**config.mk**
```make
export PLATFORM = sky130hd
export DESIGN_NAME = gpio_bank_ctrl
export DESIGN_NICKNAME = d
export VERILOG_FILES = /design/src/rtl/gpio_bank_pkg.sv /design/src/rtl/gpio_bank_decode.sv /design/src/rtl/gpio_bank_datapath.sv /design/src/rtl/gpio_bank_ctrl.sv
export SDC_FILE = /design/constraint.sdc
export NUM_CORES = 1
export LEC_CHECK = 0
export CORE_AREA = 2 2 228 230
export CTS_CLUSTER_DIAMETER = 50
export CTS_CLUSTER_SIZE = 25
export DETAILED_ROUTE_END_ITERATION = 6
export DIE_AREA = 0 0 230 232
export PLACE_DENSITY = 0.82
export REMOVE_ABC_BUFFERS = 1
export SLEW_MARGIN = 20
export SYNTH_ARGS = -nofsm -noshare
export SYNTH_HDL_FRONTEND = slang
export SYNTH_SLANG_ARGS = --single-unit
```
**constraint.sdc**
```tcl
create_clock -name clk -period 13.3 [get_ports clk]
set_input_delay 2.66 -clock clk [delete_from_list [all_inputs] [get_ports clk]]
set_output_delay 2.66 -clock clk [all_outputs]
set_load 0.005 [all_outputs]
```
**src/rtl/gpio_bank_pkg.sv**
```systemverilog
package gpio_bank_pkg;

  // Source selected for the registered read data
  typedef enum logic [2:0] {
    SRC_NONE  = 3'd0,
    SRC_LEVEL = 3'd1,
    SRC_DIR   = 3'd2,
    SRC_ALT   = 3'd3,
    SRC_EXT   = 3'd4
  } rdSrc_e;

  // Strobes from the address decode to the datapath
  typedef struct packed {
    logic   wrDir;
    logic   wrSet;
    logic   wrClr;
    logic   wrAlt;
    logic   rdEn;
    rdSrc_e rdSrc;
    logic [7:0] word;
  } ctrlStb_t;

endpackage

```
**src/rtl/gpio_bank_decode.sv**
```systemverilog
module gpio_bank_decode
  import gpio_bank_pkg::*;
#(
  parameter int WORDS  = 3,
  parameter int ADDR_W = 8,
  parameter int WIDX_W = 2
) (
  input  logic [ADDR_W-1:0] busAddr,
  input  logic              busWrEn,
  input  logic              busRdEn,
  output ctrlStb_t          ctrl,
  output logic              extWrStb,
  output logic              extRdStb,
  output logic [1:0]        extType,
  output logic [WIDX_W-1:0] extWord
);

  localparam int ALT_LO = 7 * WORDS;
  localparam int ALT_HI = 9 * WORDS;

  logic [31:0] waInt;
  logic [31:0] kindIdx;
  logic [31:0] wordIdx;
  logic        aligned;
  logic        extHit;

  always_comb begin
    waInt   = 32'(busAddr[ADDR_W-1:2]);
    aligned = (busAddr[1:0] == 2'b00);
    kindIdx = waInt / WORDS;
    wordIdx = waInt % WORDS;

    ctrl       = '0;
    ctrl.rdSrc = SRC_NONE;
    ctrl.rdEn  = busRdEn;
    extHit     = 1'b0;
    extType    = 2'd0;

    if (aligned && waInt >= ALT_LO && waInt < ALT_HI) begin
      // alternate-function kind spans twice the normal stride
      ctrl.wrAlt = busWrEn;
      ctrl.rdSrc = SRC_ALT;
      ctrl.word  = 8'(waInt - ALT_LO);
    end else if (aligned && waInt < ALT_LO) begin
      ctrl.word = 8'(wordIdx);
      case (kindIdx)
        32'd0: ctrl.rdSrc = SRC_LEVEL;
        32'd1: begin
          ctrl.wrDir = busWrEn;
          ctrl.rdSrc = SRC_DIR;
        end
        32'd2: ctrl.wrSet = busWrEn;
        32'd3: ctrl.wrClr = busWrEn;
        32'd4, 32'd5, 32'd6: begin
          extHit     = 1'b1;
          ctrl.rdSrc = SRC_EXT;
          extType    = 2'(kindIdx - 32'd4);
        end
        default: ctrl.rdSrc = SRC_NONE;
      endcase
    end
  end

  assign extWrStb = extHit & busWrEn;
  assign extRdStb = extHit & busRdEn;
  assign extWord  = WIDX_W'(wordIdx);

endmodule

```
**src/rtl/gpio_bank_datapath.sv**
```systemverilog
module gpio_bank_datapath
  import gpio_bank_pkg::*;
#(
  parameter int PIN_COUNT = 96
) (
  input  logic                   clk,
  input  logic                   rstN,
  input  ctrlStb_t               ctrl,
  input  logic [31:0]            busWrData,
  input  logic [31:0]            extRdData,
  input  logic [PIN_COUNT-1:0]   padIn,
  output logic [PIN_COUNT-1:0]   padOut,
  output logic [PIN_COUNT-1:0]   padOe,
  output logic [2*PIN_COUNT-1:0] altSel,
  output logic [31:0]            busRdData
);

  localparam int WORDS     = PIN_COUNT / 32;
  localparam int ALT_WORDS = 2 * WORDS;

  logic [PIN_COUNT-1:0]   dirReg;
  logic [PIN_COUNT-1:0]   outReg;
  logic [2*PIN_COUNT-1:0] altReg;
  logic [PIN_COUNT-1:0]   syncA;
  logic [PIN_COUNT-1:0]   syncB;
  logic [31:0]            rdNext;
  logic [31:0]            rdReg;

  // two-flop input synchronizer
  always_ff @(posedge clk or negedge rstN) begin
    if (!rstN) begin
      syncA <= '0;
      syncB <= '0;
    end else begin
      syncA <= padIn;
      syncB <= syncA;
    end
  end

  // one-bit-per-pin words
  for (genvar gw = 0; gw < WORDS; gw++) begin : g_word
    always_ff @(posedge clk or negedge rstN) begin
      if (!rstN) begin
        dirReg[gw*32 +: 32] <= '0;
        outReg[gw*32 +: 32] <= '0;
      end else if (ctrl.word == 8'(gw)) begin
        if (ctrl.wrDir) dirReg[gw*32 +: 32] <= busWrData;
        if (ctrl.wrSet) outReg[gw*32 +: 32] <= outReg[gw*32 +: 32] | busWrData;
        if (ctrl.wrClr) outReg[gw*32 +: 32] <= outReg[gw*32 +: 32] & ~busWrData;
      end
    end

    AST_SET_HIGH: assert property (@(posedge clk) disable iff (!rstN)
      (ctrl.wrSet && ctrl.word == 8'(gw)) |=>
        ((outReg[gw*32 +: 32] & $past(busWrData)) == $past(busWrData)));
    AST_SET_KEEP: assert property (@(posedge clk) disable iff (!rstN)
      (ctrl.wrSet && ctrl.word == 8'(gw)) |=>
        ((outReg[gw*32 +: 32] & ~$past(busWrData)) ==
         ($past(outReg[gw*32 +: 32]) & ~$past(busWrData))));
    AST_CLR_LOW: assert property (@(posedge clk) disable iff (!rstN)
      (ctrl.wrClr && ctrl.word == 8'(gw)) |=>
        ((outReg[gw*32 +: 32] & $past(busWrData)) == 32'd0));
  end

  // two-bit-per-pin words
  for (genvar ga = 0; ga < ALT_WORDS; ga++) begin : g_alt
    always_ff @(posedge clk or negedge rstN) begin
      if (!rstN)
        altReg[ga*32 +: 32] <= '0;
      else if (ctrl.wrAlt && ctrl.word == 8'(ga))
        altReg[ga*32 +: 32] <= busWrData;
    end
  end

  // read source select
  always_comb begin
    rdNext = '0;
    case (ctrl.rdSrc)
      SRC_LEVEL: for (int w = 0; w < WORDS; w++)
                   if (ctrl.word == 8'(w)) rdNext = syncB[w*32 +: 32];
      SRC_DIR:   for (int w = 0; w < WORDS; w++)
                   if (ctrl.word == 8'(w)) rdNext = dirReg[w*32 +: 32];
      SRC_ALT:   for (int w = 0; w < ALT_WORDS; w++)
                   if (ctrl.word == 8'(w)) rdNext = altReg[w*32 +: 32];
      SRC_EXT:   rdNext = extRdData;
      default:   rdNext = '0;
    endcase
  end

  always_ff @(posedge clk or negedge rstN) begin
    if (!rstN)          rdReg <= '0;
    else if (ctrl.rdEn) rdReg <= rdNext;
  end

  AST_DIR_HOLD: assert property (@(posedge clk) disable iff (!rstN)
    !ctrl.wrDir |=> $stable(dirReg));
  AST_NONE_READS_ZERO: assert property (@(posedge clk) disable iff (!rstN)
    (ctrl.rdEn && ctrl.rdSrc == SRC_NONE) |=> (rdReg == 32'd0));
  AST_RD_HOLD: assert property (@(posedge clk) disable iff (!rstN)
    !ctrl.rdEn |=> $stable(rdReg));

  assign padOut    = outReg;
  assign padOe     = dirReg;
  assign altSel    = altReg;
  assign busRdData = rdReg;

endmodule

```
**src/rtl/gpio_bank_ctrl.sv**
```systemverilog
module gpio_bank_ctrl
  import gpio_bank_pkg::*;
#(
  parameter int PIN_COUNT = 96,
  parameter int ADDR_W    = 8,
  localparam int WORDS    = PIN_COUNT / 32,
  localparam int WIDX_W   = $clog2(WORDS)
) (
  input  logic                   clk,
  input  logic                   rstN,
  input  logic [ADDR_W-1:0]      busAddr,
  input  logic                   busWrEn,
  input  logic                   busRdEn,
  input  logic [31:0]            busWrData,
  output logic [31:0]            busRdData,
  input  logic [PIN_COUNT-1:0]   padIn,
  output logic [PIN_COUNT-1:0]   padOut,
  output logic [PIN_COUNT-1:0]   padOe,
  output logic [2*PIN_COUNT-1:0] altSel,
  output logic                   extWrStb,
  output logic                   extRdStb,
  output logic [1:0]             extType,
  output logic [WIDX_W-1:0]      extWord,
  input  logic [31:0]            extRdData
);

  ctrlStb_t ctrl;

  gpio_bank_decode #(
    .WORDS (WORDS),
    .ADDR_W(ADDR_W),
    .WIDX_W(WIDX_W)
  ) u_decode (
    .busAddr (busAddr),
    .busWrEn (busWrEn),
    .busRdEn (busRdEn),
    .ctrl    (ctrl),
    .extWrStb(extWrStb),
    .extRdStb(extRdStb),
    .extType (extType),
    .extWord (extWord)
  );

  gpio_bank_datapath #(
    .PIN_COUNT(PIN_COUNT)
  ) u_datapath (
    .clk      (clk),
    .rstN     (rstN),
    .ctrl     (ctrl),
    .busWrData(busWrData),
    .extRdData(extRdData),
    .padIn    (padIn),
    .padOut   (padOut),
    .padOe    (padOe),
    .altSel   (altSel),
    .busRdData(busRdData)
  );

  AST_EXT_WR_GATED: assert property (@(posedge clk) disable iff (!rstN)
    extWrStb |-> busWrEn);
  AST_EXT_EXCLUSIVE: assert property (@(posedge clk) disable iff (!rstN)
    (extWrStb || extRdStb) |-> !(ctrl.wrDir || ctrl.wrSet || ctrl.wrClr || ctrl.wrAlt));

endmodule

```
==> run summary, run 1 <==
Main flop type after synthesis - dfrtp_1
Post-Syn Instances - 2,132
MaxCap Viol Count - 0
Pwr per Cell Area - 128 nW/um2
Largest incremental delay on the critical path - 0.81 ns
Required time of the critical path - 10.64 ns
Pre-CTS WS - 2.59 ns
Worst hold path type - register to register
Synth cell types - 86
Clock Power Share - 39.7%
Top cells by area, synth - dfrtp_1 (58%), mux2_2 (13%), nand2_1 (3.1%)
Fin crit period - 10.82 ns
Root buf cell - clkbuf_16
Max VDD drop - 0.121 mV
Synth-to-layout area growth - 32.8%
Post-synth ARST share - 100%
Worst-Margin Slew - 1.21 ns
Setup tns final - 0 ns
RD Place Congestion - 0.886
Final hold violation count - 0
Critical-path top delay cell - clkdlybuf4s50_1
Lkg Pwr - 15.1 nW
Psw - 1.27 mW
DR vias/cell - 6.34
Die Area - 53,400 um2
Max-slew headroom - 19.6%
CTS tree - done
# resized after CTS - 0
Drt first pass iters - 5
Mapped cell area - 26,100 um2
Setup crit start kind - input pin
Initial antenna violation count - 9
Max-slew violations - 0
Switch share - 28.6%
Post-CTS Repair Setup Buffers - 0
Fin crit share - 81.3%
Yosys reg bits - 608
DRC violations left - 0
Die Span Y - 232 um
RSZ-0062 raised after global routing - false
Die X-Extent - 230 um
Most frequent cells in the layout - dfrtp_1 (608), clkdlybuf4s50_1 (592), mux2_2 (301)
Status - finished, final reports clean
Share of the synthesized area in the top cell type - 58.2%
Crit path arrival time - 8.16 ns
Worst-path clk slew - 0.08 ns
Crit path buf inv count - 3
Antenna Violating Nets Remaining - 0
CTS Buf Count - 57
Fmax - 0.0924 GHz
Sequential share of the synthesized area - 58.2%
Reg2reg setup slack - 11.65 ns
Int Pwr - 3.16 mW
Cts hold-fix bufs - 0
Starting DRC count in detailed routing - 2,254
Final nets - 2,822
GRT Util Overall - 36.1%
Final WL - 97,900 um
Crit. End Element - output port
Clk buf depth - 3
Crit path top cell by count - ha_1
Starting Density - 51.4%
Power share of the combinational group - 14.1%
Critical path class - input pin to output port
Fin worst setup slack - 2.48 ns
Rows - 83
WL per Instance - 29.0 um
Flop pwr share - 46.2%
Area leader, netlist - dfrtp_1
Vias in the first global route - 22,000
H-tree levels - 2
Vias - 21,400
Max FO, Critical Path - 51
YS warnings - 0
Dpl hpwl - 64,800 um
I/O pin cnt - 594
IO buf count - 593
CP top delay family - buffers and inverters
Total grt overflow - 0
Largest net degree at the start of global routing - 183
First-pass GRT wire length - 142,000 um
Mapped Avg Cell Area - 12.3 um2
Clock sink count - 608
Final Setup Violations - 0
Worst path cell trace - clkdlybuf4s50_1 > ha_1 > nor2b_1 > nand3_1 > o21ai_0 > o211ai_1 > nand2_1 > ha_1 > a31o_2 > nor3_1 > nor2_1 > ha_1 > nor2_1 > o211ai_4 > a21oi_4 > buf_4 > mux2_2 > clkdlybuf4s50_1
Clock Latency Late Sink - 0.64 ns
Commonest non-fill, non-tap cell in the layout - dfrtp_1
Post-synth EDFFs - 0
Clock Skews - 0.0286 ns
Core area - 50,900 um2
Share of cells above drive strength 1 - 18.6%
[through the flow]
stage	instance area, um2	hold slack [ns]	util (%)	instances	power [mW]
global placement	32600	0.332	64.0	3259	2.67
finish	34700	0.342	68.2	3376	4.43
CTS	34600	0.344	68.1	3366	4.43
global route	34700	0.341	68.2	3376	4.57
floorplan	25300	0.331	-	1949	2.28
detailed placement	32600	0.335	64.1	3260	2.69
[layout make-up]
class	count	area [um2]
Inverter	34	128
Antenna cell	7	17.5
Timing Repair Buffer	634	6310
Tap cell	680	851
Clock buffer	60	1450
Clock inverter	46	596
Sequential cell	608	15200
Multi-Input combinational cell	1307	10100
Fill cell	3635	16200
[per-layer routing]
metal	vias to the layer above	part of all wire (%)	global-route usage (%)	wire, um
met5	-	0.015	0	15
met4	2	5.9	20.6	5800
met3	342	10	9.77	10200
met2	1408	46	56.6	45400
met1	10800	37	45.4	36500
li1	8843	-	-	-
[logic make-up (layout without fill, tap and decap cells)]
kind of cell,count (synthesis),count (layout),synth area share [%]
compound gates,444,444,11.8
xor+xnor,3,3,0.101
fa+ha+maj,8,8,0.383
buf+inv,217,774,3.54
flops,608,608,58.2
mux,398,398,17.0
other cells,0,7,0
simple gates,454,454,9.01
[synth_stat cells (4+ instances only)]
master     instances
mux2i_1           33
buf_2             49
nand4b_1          22
nand2_1          219
o311ai_0           7
ha_1               8
dfrtp_1          608
nor2b_1            8
nor3_2             8
nor4_4             4
a31oi_1            8
nand3_1           86
o21ai_0          143
and2_1             4
o2bb2ai_1          4
clkbuf_1         121
a32oi_1           36
nor4_1            24
nor2_1            25
nand4_1            9
buf_6              4
a221o_1           22
a222oi_1           5
o211ai_1          49
a211oi_1           9
inv_1             33
mux2_2           302
and3_1             7
o22ai_1           12
buf_1              4
o31ai_1            6
mux2_1            63
a21oi_1           65
buf_4              5
a2111oi_0         30
nor3_1             9
o21a_1             4
[power groups by stage]
stage	combinational, mW	clock [mW]	sequential, mW
after global placement	0.605	0	2.07
final	0.627	1.76	2.04
after CTS	0.624	1.77	2.04
after detailed placement	0.618	0	2.08
after floorplan	0.213	0	2.06
after global routing	0.665	1.85	2.06
[final timing paths]
check / startpoint / end / cells after the start
worst max register to register: u_datapath.padOe[31] / u_datapath.busRdData[31] / 4
worst min register to register: u_datapath.syncA[22] / u_datapath.syncB[22] / 0
max in group asynchronous: rstN / u_datapath.altSel[17] / 3
min in group asynchronous: rstN / asynchronous set/reset pin / 1
worst min-delay path: u_datapath.syncA[22] / u_datapath.syncB[22] / 0
worst max-delay path: busAddr[7] / extWord[1] / 18
No activity file was read; power rests on OpenSTA's default activity.
==> run 2: changes to the inputs <==
Settings changed: CORE_AREA 2 2 228 230 to unset, CORE_UTILIZATION set to 51, DIE_AREA 0 0 230 232 to unset, PLACE_DENSITY 0.82 to 0.81.
Clock period 13.3 ns to 10.55 ns, I/O delays scaled along.
==> run 2 against run 1 <==
Against the previous run: register-to-register slack got worse by 2.7 ns; final cell count decreased by 0.21%; sequential power increased by 26%; worst hold slack improved by 0.0063 ns.
==> run summary, run 2 (synthesis results as in run 1) <==
Worst-Margin Slew - 1.20 ns (-0.00569 ns)
Clock sink count - 608 (unchanged)
Starting DRC count in detailed routing - 2,244 (-0.44%)
Die Span Y - 228 um (-1.5%)
Clk buf depth - 3 (unchanged)
Crit path arrival time - 7.33 ns (-0.83 ns)
GRT Util Overall - 37.3% (+1.2 points)
Dpl hpwl - 65,200 um (+0.67%)
Power share of the combinational group - 14.5% (+0.4 points)
Max-slew violations - 0 (unchanged)
Pre-CTS WS - 1.30 ns (-1.28 ns)
Fmax - 0.106 GHz
Placed inst area - 32,700 um2 (+0.41%)
First-pass GRT wire length - 144,000 um (+1.0%)
Share of cells above drive strength 1 - 18.8% (+0.16 points)
IO buf count - 593 (unchanged)
Largest net degree at the start of global routing - 188 (+2.7%)
Drt first pass iters - 6 (+1)
Post-CTS Repair Setup Buffers - 0 (unchanged)
Final instance area - 34,800 um2 (+0.13%)
Final Setup Violations - 0 (unchanged)
Fin worst setup slack - 1.11 ns (-1.37 ns)
Root buf cell - clkbuf_16
DRC violations left - 0 (unchanged)
Final nets - 2,828 (+0.21%)
Final Util - 69.0% (+0.78 points)
Vias in the first global route - 21,900 (-0.52%)
Worst hold path type - register to register
Critical path class - input pin to output port
Crit. End Element - output port
Core area - 50,400 um2 (-1.0%)
CTS Buf Count - 53 (-7.0%)
Pwr per Cell Area - 159 nW/um2 (+25%)
Cts hold-fix bufs - 0 (unchanged)
RSZ-0062 raised after global routing - false
Most frequent cells in the layout - dfrtp_1 (608), clkdlybuf4s50_1 (592), mux2_2 (301)
Rows - 82 (-1.2%)
Final WL - 98,100 um (+0.20%)
Die X-Extent - 228 um (-0.69%)
Setup tns final - 0 ns (unchanged)
Switch share - 28.4% (-0.14 points)
Max VDD drop - 0.184 mV (+52%)
Die Area - 52,200 um2 (-2.2%)
Max FO, Critical Path - 25 (-51%)
MaxCap Viol Count - 0 (unchanged)
Required time of the critical path - 8.44 ns (-2.20 ns)
Max-slew headroom - 19.8% (+0.12 points)
Psw - 1.58 mW (+24%)
Fin crit period - 9.44 ns
H-tree levels - 2 (unchanged)
Status - finished, final reports clean
Fin crit share - 89.5%
Int Pwr - 3.96 mW (+25%)
I/O pin cnt - 594 (unchanged)
Setup crit start kind - input pin
Final hold violation count - 0 (unchanged)
CTS tree - done
Fill count - 3,512 (-3.4%)
Total grt overflow - 0 (unchanged)
Synth-to-layout area growth - 32.9%
Clock Power Share - 38.9% (-0.8 points)
Clock Latency Late Sink - 0.63 ns (about the same)
Starting Density - 51.9% (+0.52 points)
Total power draw - 5.54 mW (+25%)
Vias - 21,400 (-0.15%)
RD Place Congestion - 0.896 (+1.2%)
Commonest non-fill, non-tap cell in the layout - dfrtp_1
Flop pwr share - 46.5% (+0.3 points)
Lkg Pwr - 15.2 nW (+0.24%)
Worst-path clk slew - 0.08 ns (about the same)
DR vias/cell - 6.34 (about the same)
Antenna Violating Nets Remaining - 0 (unchanged)
Initial antenna violation count - 6 (-3)
# resized after CTS - 0 (unchanged)
Clock Skews - 0.0179 ns (-0.0107 ns)
WL per Instance - 29.1 um (+0.41%)
==> run 2: cell count changes in the layout (fill, tap and decap cells not counted), moves of 4 or more <==
cell / delta
buf_12: +6
buf_4: +7
clkinv_8: +6
inv_12: -6
inv_8: +4
==> run 2: per-layer routing <==
| layer | vias up | wire (um) | track usage [%] |
|---|---|---|---|
| met5 | - | 43 | 0 |
| met4 | 6 | 4700 | 17.0 |
| met3 | 281 | 10700 | 11.3 |
| met2 | 1344 | 45900 | 59.6 |
| met1 | 10900 | 36800 | 46.7 |
| li1 | 8855 | - | - |
==> run 2: path summary, 6_finish.rpt <==
path                            slack, ns  depth (start not counted)                 start                    endpoint
worst max-delay path                 1.11                         18            busAddr[7]                  extType[1]
worst min-delay path                 0.35                          0  u_datapath.syncA[55]        u_datapath.syncB[55]
worst max register to register       8.95                          5  u_datapath.padOe[62]    u_datapath.busRdData[30]
worst min register to register       0.35                          0  u_datapath.syncA[55]        u_datapath.syncB[55]
max in group asynchronous            7.55                          3                  rstN         u_datapath.syncA[0]
min in group asynchronous            1.46                          1                  rstN  asynchronous set/reset pin
==> run 2: power groups by stage <==
stage / Sequential [mW] / Clock [mW] / Combinational (mW)
after floorplan: 2.60 / 0 / 0.269
after global placement: 2.61 / 0 / 0.778
after global routing: 2.59 / 2.26 / 0.848
after CTS: 2.57 / 2.18 / 0.798
after detailed placement: 2.62 / 0 / 0.791
final: 2.58 / 2.16 / 0.805
==> run 2: layout make-up <==
cell class	instances	area, um2	area share [%]
timing repair buffer	644	6430	18.5
antenna	4	10.0	0.0288
tap	672	841	2.42
sequential	608	15200	43.8
multi-input combinational	1307	10100	29.2
inverter	34	128	0.367
clock inverter	44	609	1.75
clock buffer	56	1370	3.94
==> run 2: metrics by stage <==
stage / hold WS, ns / cells
after floorplan: 0.331 / 1949
after global placement: 0.334 / 3264
after detailed placement: 0.335 / 3264
after CTS: 0.350 / 3364
after global routing: 0.355 / 3368
final: 0.349 / 3369
==> run 2: critical path: stages <==
cell and delay, ns:
clkdlybuf4s50_1 0.41, buf_4 0.22, ha_1 0.40, nor2b_1 0.11
nand3_1 0.09, o21ai_0 0.10, o211ai_1 0.19, nand2_1 0.14
ha_1 0.30, a31o_2 0.28, nor3_1 0.35, nor2_1 0.14
ha_1 0.31, nor2_1 0.31, o211ai_4 0.20, o31ai_1 0.85
and3_1 0.29, clkdlybuf4s50_1 0.50
